File: config.mk
export PLATFORM = sky130hd
export DESIGN_NAME = nand_prog_seq
export DESIGN_NICKNAME = d
export VERILOG_FILES = /design/src/rtl/nps_pkg.sv /design/src/rtl/nps_rb_sync.sv /design/src/rtl/nps_busy_timer.sv /design/src/rtl/nps_row_addr.sv /design/src/rtl/nand_prog_seq.sv
export SDC_FILE = /design/constraint.sdc
export NUM_CORES = 1
export LEC_CHECK = 0
export ABC_AREA = 1
export BUFFER_PORTS_ARGS = -buffer_cell sky130_fd_sc_hd__buf_2
export CAP_MARGIN = 20
export CORE_ASPECT_RATIO = 0.8
export CORE_MARGIN = 2
export CORE_UTILIZATION = 52
export CTS_BUF_LIST = sky130_fd_sc_hd__clkbuf_4 sky130_fd_sc_hd__clkbuf_8 sky130_fd_sc_hd__clkbuf_16
export DETAILED_ROUTE_END_ITERATION = 16
export GPL_ROUTABILITY_DRIVEN = 1
export HOLD_SLACK_MARGIN = 0.03
export PLACE_DENSITY = 0.75
export SLEW_MARGIN = 10
export SYNTH_ARGS = -nofsm -noshare
export SYNTH_HDL_FRONTEND = slang
export SYNTH_SLANG_ARGS = --single-unit
File: constraint.sdc
create_clock -name clk -period 1.9 [get_ports clk]
set_input_delay 0.38 -clock clk [delete_from_list [all_inputs] [get_ports clk]]
set_output_delay 0.38 -clock clk [all_outputs]
set_load 0.02 [all_outputs]
File: src/rtl/nps_pkg.sv
// Shared types and command codes for the NAND page program sequencer.
// Assumes an 8-bit flash bus and a three-byte row address.
package nps_pkg;

    typedef enum logic [3:0] {
        ST_IDLE,
        ST_SETUP,
        ST_COL,
        ST_ROW,
        ST_MAIN,
        ST_SPARE,
        ST_CONF,
        ST_WAIT,
        ST_STAT,
        ST_POLL,
        ST_END
    } nps_state_e;

    localparam logic [7:0] CMD_PROG_SETUP = 8'h80;
    localparam logic [7:0] CMD_PROG_CONF  = 8'h10;
    localparam logic [7:0] CMD_STATUS     = 8'h70;
    localparam logic [7:0] CMD_STATUS_MP  = 8'h71;

    localparam int ROW_BYTES     = 3;
    localparam int STAT_RDY_BIT  = 6;
    localparam int STAT_FAIL_BIT = 0;

endpackage

File: src/rtl/nps_rb_sync.sv
// Ready/busy tracker: brings the asynchronous flash ready/busy line in
// through two flops. After being armed, it reports a completed busy
// phase only once the synchronized line has been low and is high again.
// Assumes the line idles high (ready).
module nps_rb_sync (
    input  logic clk,
    input  logic rst_n,
    input  logic rb_i,
    input  logic arm_i,
    output logic done_o
);
    logic [1:0] sync_q;
    logic       seen_low_q;
    logic       rb_s;

    // two-flop synchronizer, reset to the ready level
    always_ff @(posedge clk) begin
        if (!rst_n) sync_q <= 2'b11;
        else        sync_q <= {sync_q[0], rb_i};
    end

    assign rb_s = sync_q[1];

    // remember a low phase seen since the last arm
    always_ff @(posedge clk) begin
        if (!rst_n)     seen_low_q <= 1'b0;
        else if (arm_i) seen_low_q <= 1'b0;
        else if (!rb_s) seen_low_q <= 1'b1;
    end

    assign done_o = seen_low_q & rb_s;
endmodule

File: src/rtl/nps_busy_timer.sv
// Busy-wait timer: counts the cycles spent waiting and flags expiry
// once the count reaches the limit. Saturates instead of wrapping.
module nps_busy_timer #(
    parameter int W = 20
) (
    input  logic         clk,
    input  logic         rst_n,
    input  logic         clr_i,
    input  logic         run_i,
    input  logic [W-1:0] limit_i,
    output logic         expired_o
);
    localparam logic [W-1:0] CNT_MAX = '1;

    logic [W-1:0] cnt_q;

    // cycle counter for the wait phase
    always_ff @(posedge clk) begin
        if (!rst_n)                        cnt_q <= '0;
        else if (clr_i)                    cnt_q <= '0;
        else if (run_i && cnt_q != CNT_MAX) cnt_q <= cnt_q + 1'b1;
    end

    assign expired_o = run_i && (cnt_q >= limit_i);
endmodule

File: src/rtl/nps_row_addr.sv
// Row address builder: forms row = (block << PPB_LOG2) + page and
// selects one of its bytes, byte 0 being least significant.
// Assumes BLK_W + PPB_LOG2 fits in the row bytes.
module nps_row_addr #(
    parameter int BLK_W    = 12,
    parameter int PAGE_W   = 6,
    parameter int PPB_LOG2 = 6,
    parameter int SEL_W    = 2
) (
    input  logic [BLK_W-1:0]  block_i,
    input  logic [PAGE_W-1:0] page_i,
    input  logic [SEL_W-1:0]  sel_i,
    output logic [7:0]        byte_o
);
    import nps_pkg::*;

    localparam int ROW_W = 8 * ROW_BYTES;
    localparam int SLOTS = 1 << SEL_W;

    logic [ROW_W-1:0] row;
    logic [7:0]       slot [SLOTS];

    assign row = (ROW_W'(block_i) << PPB_LOG2) + ROW_W'(page_i);

    for (genvar g = 0; g < SLOTS; g++) begin : g_slot
        if (g < ROW_BYTES) begin : g_used
            assign slot[g] = row[8*g +: 8];
        end else begin : g_pad
            assign slot[g] = 8'h00;
        end
    end

    assign byte_o = slot[sel_i];
endmodule

File: src/rtl/nand_prog_seq.sv
// NAND page program sequencer: runs setup command, column and row
// address, main and spare data, confirm, busy wait and status polling
// for one page, then reports pass, fail or timeout.
// Assumes PAGE_BYTES >= 1 and SPARE_BYTES >= 1; bus outputs are decoded
// from the registered state, and the stream byte goes to the bus in
// the cycle it is accepted.
module nand_prog_seq #(
    parameter int PAGE_BYTES  = 2048,
    parameter int SPARE_BYTES = 64,
    parameter int BLK_W       = 12,
    parameter int PAGE_W      = 6,
    parameter int PPB_LOG2    = 6,
    parameter int TMO_W       = 20
) (
    input  logic              clk,
    input  logic              rst_n,
    input  logic              start,
    input  logic [BLK_W-1:0]  block_i,
    input  logic [PAGE_W-1:0] page_i,
    input  logic              five_cyc_i,
    input  logic              multi_plane_i,
    input  logic [TMO_W-1:0]  timeout_i,
    input  logic              s_valid,
    input  logic [7:0]        s_data,
    output logic              s_ready,
    output logic              nf_ce_n,
    output logic              nf_cle,
    output logic              nf_ale,
    output logic              nf_wr,
    output logic              nf_rd,
    output logic [7:0]        nf_dq_o,
    input  logic [7:0]        nf_dq_i,
    input  logic              nf_rb,
    output logic              ecc_en,
    output logic              done,
    output logic              err_fail,
    output logic              err_tmo
);
    import nps_pkg::*;

    localparam int CNT_W = $clog2(PAGE_BYTES + SPARE_BYTES + 1);
    localparam int SEL_W = 2;
    localparam logic [CNT_W-1:0] MAIN_LAST  = CNT_W'(PAGE_BYTES - 1);
    localparam logic [CNT_W-1:0] SPARE_LAST = CNT_W'(SPARE_BYTES - 1);
    localparam logic [SEL_W-1:0] ROW_LAST   = SEL_W'(ROW_BYTES - 1);

    nps_state_e        state_q;
    logic [BLK_W-1:0]  blk_q;
    logic [PAGE_W-1:0] page_q;
    logic              five_q;
    logic              mp_q;
    logic [TMO_W-1:0]  tmo_q;
    logic [SEL_W-1:0]  idx_q;
    logic [CNT_W-1:0]  cnt_q;
    logic              fail_q;
    logic              tmo_err_q;

    logic [7:0]        row_byte;
    logic              rb_done;
    logic              tmr_expired;

    nps_row_addr #(
        .BLK_W    (BLK_W),
        .PAGE_W   (PAGE_W),
        .PPB_LOG2 (PPB_LOG2),
        .SEL_W    (SEL_W)
    ) u_row (
        .block_i (blk_q),
        .page_i  (page_q),
        .sel_i   (idx_q),
        .byte_o  (row_byte)
    );

    nps_rb_sync u_rb (
        .clk    (clk),
        .rst_n  (rst_n),
        .rb_i   (nf_rb),
        .arm_i  (state_q == ST_CONF),
        .done_o (rb_done)
    );

    nps_busy_timer #(
        .W (TMO_W)
    ) u_tmr (
        .clk       (clk),
        .rst_n     (rst_n),
        .clr_i     (state_q == ST_CONF),
        .run_i     (state_q == ST_WAIT),
        .limit_i   (tmo_q),
        .expired_o (tmr_expired)
    );

    // sequence control: state, byte counters, captured request, result flags
    always_ff @(posedge clk) begin
        if (!rst_n) begin
            state_q   <= ST_IDLE;
            blk_q     <= '0;
            page_q    <= '0;
            five_q    <= 1'b0;
            mp_q      <= 1'b0;
            tmo_q     <= '0;
            idx_q     <= '0;
            cnt_q     <= '0;
            fail_q    <= 1'b0;
            tmo_err_q <= 1'b0;
        end else begin
            case (state_q)
                ST_IDLE: begin
                    if (start) begin
                        blk_q     <= block_i;
                        page_q    <= page_i;
                        five_q    <= five_cyc_i;
                        mp_q      <= multi_plane_i;
                        tmo_q     <= timeout_i;
                        fail_q    <= 1'b0;
                        tmo_err_q <= 1'b0;
                        state_q   <= ST_SETUP;
                    end
                end
                ST_SETUP: begin
                    idx_q   <= '0;
                    state_q <= ST_COL;
                end
                ST_COL: begin
                    if (idx_q == (five_q ? SEL_W'(1) : SEL_W'(0))) begin
                        idx_q   <= '0;
                        state_q <= ST_ROW;
                    end else begin
                        idx_q <= idx_q + 1'b1;
                    end
                end
                ST_ROW: begin
                    if (idx_q == ROW_LAST) begin
                        cnt_q   <= '0;
                        state_q <= ST_MAIN;
                    end else begin
                        idx_q <= idx_q + 1'b1;
                    end
                end
                ST_MAIN: begin
                    if (s_valid) begin
                        if (cnt_q == MAIN_LAST) begin
                            cnt_q   <= '0;
                            state_q <= ST_SPARE;
                        end else begin
                            cnt_q <= cnt_q + 1'b1;
                        end
                    end
                end
                ST_SPARE: begin
                    if (s_valid) begin
                        if (cnt_q == SPARE_LAST) begin
                            cnt_q   <= '0;
                            state_q <= ST_CONF;
                        end else begin
                            cnt_q <= cnt_q + 1'b1;
                        end
                    end
                end
                ST_CONF: state_q <= ST_WAIT;
                ST_WAIT: begin
                    if (rb_done) begin
                        state_q <= ST_STAT;
                    end else if (tmr_expired) begin
                        tmo_err_q <= 1'b1;
                        state_q   <= ST_END;
                    end
                end
                ST_STAT: state_q <= ST_POLL;
                ST_POLL: begin
                    if (nf_dq_i[STAT_RDY_BIT]) begin
                        fail_q  <= nf_dq_i[STAT_FAIL_BIT];
                        state_q <= ST_END;
                    end
                end
                ST_END:  state_q <= ST_IDLE;
                default: state_q <= ST_IDLE;
            endcase
        end
    end

    // bus strobes, data byte and stream handshake decoded from the state
    always_comb begin
        nf_cle  = 1'b0;
        nf_ale  = 1'b0;
        nf_wr   = 1'b0;
        nf_rd   = 1'b0;
        nf_dq_o = 8'h00;
        s_ready = 1'b0;
        ecc_en  = 1'b0;
        case (state_q)
            ST_SETUP: begin
                nf_cle  = 1'b1;
                nf_wr   = 1'b1;
                nf_dq_o = CMD_PROG_SETUP;
            end
            ST_COL: begin
                nf_ale = 1'b1;
                nf_wr  = 1'b1;
            end
            ST_ROW: begin
                nf_ale  = 1'b1;
                nf_wr   = 1'b1;
                nf_dq_o = row_byte;
            end
            ST_MAIN: begin
                s_ready = 1'b1;
                ecc_en  = 1'b1;
                nf_wr   = s_valid;
                nf_dq_o = s_data;
            end
            ST_SPARE: begin
                s_ready = 1'b1;
                nf_wr   = s_valid;
                nf_dq_o = s_data;
            end
            ST_CONF: begin
                nf_cle  = 1'b1;
                nf_wr   = 1'b1;
                nf_dq_o = CMD_PROG_CONF;
            end
            ST_STAT: begin
                nf_cle  = 1'b1;
                nf_wr   = 1'b1;
                nf_dq_o = mp_q ? CMD_STATUS_MP : CMD_STATUS;
            end
            ST_POLL: nf_rd = 1'b1;
            default: ;
        endcase
    end

    assign nf_ce_n  = (state_q == ST_IDLE) || (state_q == ST_END);
    assign done     = (state_q == ST_END);
    assign err_fail = fail_q;
    assign err_tmo  = tmo_err_q;
endmodule

==> metrics.md <==
| Metric | Value |
|---|---|
| Final Hold Fails | `0` |
| Number of synthesized flops with an enable pin | `0` |
| WP data required | `around 1.5 ns` |
| Die ar. | `roughly 9600 um2` |
| Most frequent cell after synthesis | `nand2_1` |
| Final std cells w/o fill | `just under 900` |
| Die H | `approximately 90 um` |
| Util after Layout | `0.6963` |
| Port-buffer cells | `72` |
| Final setup margin | `-0.1170 ns` |
| DRT antenna net count | `0` |
| Vias in the first global route | `around 4,400` |
| Max Cap Violations | `0` |
| Cell mode on critical path | `nor2_4` |
| CP Capture Type | `output pin` |
| Final min period | `roughly 2.0 ns` |
| Dpl cell area | `around 5300 um2` |
| Global-route wire length before repair | `roughly 19 mm` |
| FILL cells | `roughly 700` |
| Setup Skew | `0.01099 ns` |
| H-tree depth | `3` |
| Core Region | `around 8500 um2` |
| Lkg Pwr | `2.607 nW` |
| Slew Viols, Final | `0` |
| Clk buf depth | `2` |
| CTS tree | `done` |
| Overflow after GRT | `0` |
| Synthesized Nets | `about 740` |
| Worst min path class | `in -> reg` |
| Num CTS Buffers | `9` |
| Share of layout cells above drive strength 1 | `0.3036` |
| Crit start category | `register` |
| Placed instance count | `about 850` |
| Synth async-reset ratio | `0` |
| Clk slew on worst S/H paths | `0.08 ns` |
| Synth area leaders | `dfxtp_1, nand2_1, a21oi_1` |
| Fmax | `between 400 and 500 MHz` |
| Vias | `slightly below 5,000` |
| Detail Placement HPWL | `between 8 and 9 mm` |
| Syn Std Cell Area | `about 4600 um2` |
| DRT Wirelength | `between 10 and 15 mm` |
| Final Cycle Share | `1.062` |
| Setup violators final | `6` |
| Crit Path Max Fanout | `4` |
| Slowest stage delay, CP | `about 0.34 ns` |
| Slew @ Worst Pin | `roughly 0.5 ns` |
| Setup Crit Path Kind | `reg -> out` |
| HP Start | `nf_rb` |
| Final non-filler cell area | `slightly below 6000 um2` |
| Drt wl/cell | `~15 um` |
| CP bufs+invs | `3` |
| DRT iter0 DRCs | `between 300 and 400` |
| Synth cell types | `48` |
| Sum Neg Setup Slack | `-0.4701 ns` |
| Crit path max-delay cell type | `dfxtp_2` |
| CP top delay family | `simple AND/OR/NAND/NOR gates` |
| Synth area leader | `dfxtp_1` |
| Drt first pass iters | `5` |
| DR DRC count | `0` |
| # diodes | `0` |
| Cells after Synth | `approximately 650` |
| Number of synthesized register bits | `between 80 and 90` |
| Crit path from | `state_q[3]` |
| Row count | `30` |
| Synth Flop Type | `dfxtp_1` |
| Most instantiated cells after synthesis | `nand2_1, dfxtp_1, a21oi_1` |
| R2r startpoint | `idx_q[0]` |
| CTS Sinks | `83` |
| Root Driver | `clkbuf_8` |
| Initial Util | `0.5394` |
| Register area share after synthesis | `0.3616` |
| Crit path arrival time | `1.64 ns` |
| Nets | `853` |
| Synth top area share | `0.3616` |
| Slew margin rel. | `0.6588` |
| Min Hold Slack | `~0.20 ns` |
| Failing checks | `negative setup slack` |
| Boundary Pins | `79` |
| Status | `finished with violations` |
| CP Cell Sequence | `inv_4 > nor2_4 > inv_2 > nor2_4 > nor2_4 > nand2_2 > or3_4 > buf_6` |
| Pin count of the biggest net entering global routing | `64` |
| Average size of a mapped cell | `7.038 um2` |
| Max IR drop VDD | `approximately 1.3 mV` |
| Synth warnings | `0` |
| Worst skew pair latency | `approximately 0.36 ns` |
| Routability cong. | `just over 0.9` |
| Vias per inst | `~5.4` |
| Unrepaired setup endpoints after global routing | `true` |
| Power per Cell Area | `between 1000 and 1500 nW/um2` |
| Total GRT Usage | `0.2611` |
| Synthesis-to-finish area growth | `29.10%` |
| Die X | `about 110 um` |
| Initial antenna violation count | `0` |
## worst paths after layout
path / end / cells past startpoint / slack (ns)
worst min-delay path: u_rb.sync_q[0] / 2 / 0.20
worst min register to register: u_rb.seen_low_q / 1 / 0.45
worst max register to register: state_q[2] / 12 / 0.02
worst max-delay path: nf_wr / 8 / -0.12
## placed cells by master (no fill, tap or decap), types with 12 or more instances in the layout
cell     instances
o21ai_0         43
dfxtp_1         71
inv_1           71
buf_2           63
a21oi_1         78
nand2_1        132
xor2_1          12
ha_1            19
nand3_1         26
nor2_1          46
buf_4           51
## per-stage QoR
stage               worst slack (ns)  total power, mW
CTS                          -0.1082            6.019
floorplan                    0.06779            3.754
global route                 -0.1664            6.897
detailed placement          -0.08092            4.462
finish                       -0.1170            6.540
global placement            -0.03413            4.386
## report_power, final
part	total [mW]	leakage (nW)	switching, mW	internal, mW
Sequential	2.20	0.683	0.161	2.04
Combinational	3.13	1.82	1.86	1.27
Clock	1.21	0.101	0.620	0.587
Total	6.54	2.61	2.65	3.89
## flip-flops by register name (all words and copies together), names as in the netlist
register         flops
err_tmo              1
blk_q               12
mp_q                 1
err_fail             1
cnt_q               12
u_rb.sync_q          2
page_q               6
five_q               1
idx_q                2
state_q              4
tmo_q               20
u_tmr.cnt_q         20
u_rb.seen_low_q      1
## repair_timing
item / 4_1_cts / 5_1_grt
hold buffers: 0 / 0
pin swaps: 7 / 15
setup endpoints to repair: 15 / 51
resized for setup: 48 / 54
gates cloned: 1 / 1
buffers inserted: 10 / 11
## cell families after synthesis
group | count (synthesis) | share of synthesized area
and+or+nand+nor | 278 | 0.2780
adders and majority gates | 23 | 0.06262
xor gates and xnor gates | 16 | 0.03049
buffers and inverters | 107 | 0.09338
DFF | 83 | 0.3616
AOI/OAI and AO/OA | 146 | 0.1740
## metal layers
metal | GRT usage | vias to the layer above | wire, um | share of wire
met4 | 0.1072 | 0 | 363 | 0.028
met2 | 0.4303 | 191 | 6173 | 0.47
met5 | 0 | - | 0 | 0
met1 | 0.3288 | 2235 | 5588 | 0.43
met3 | 0.06399 | 36 | 915 | 0.070
li1 | - | 2363 | - | -
## cell type report
cell class | count | area [um2] | area share
clock buffer | 14 | 173.9 | 0.02931
clock inverter | 2 | 10.01 | 0.001687
inverter | 86 | 335.3 | 0.05652
multi-input combinational | 464 | 2759 | 0.4650
sequential | 83 | 1684 | 0.2838
tap | 112 | 140.1 | 0.02362
timing repair buffer | 125 | 830.8 | 0.1400
(Power assumes the default switching activity.)
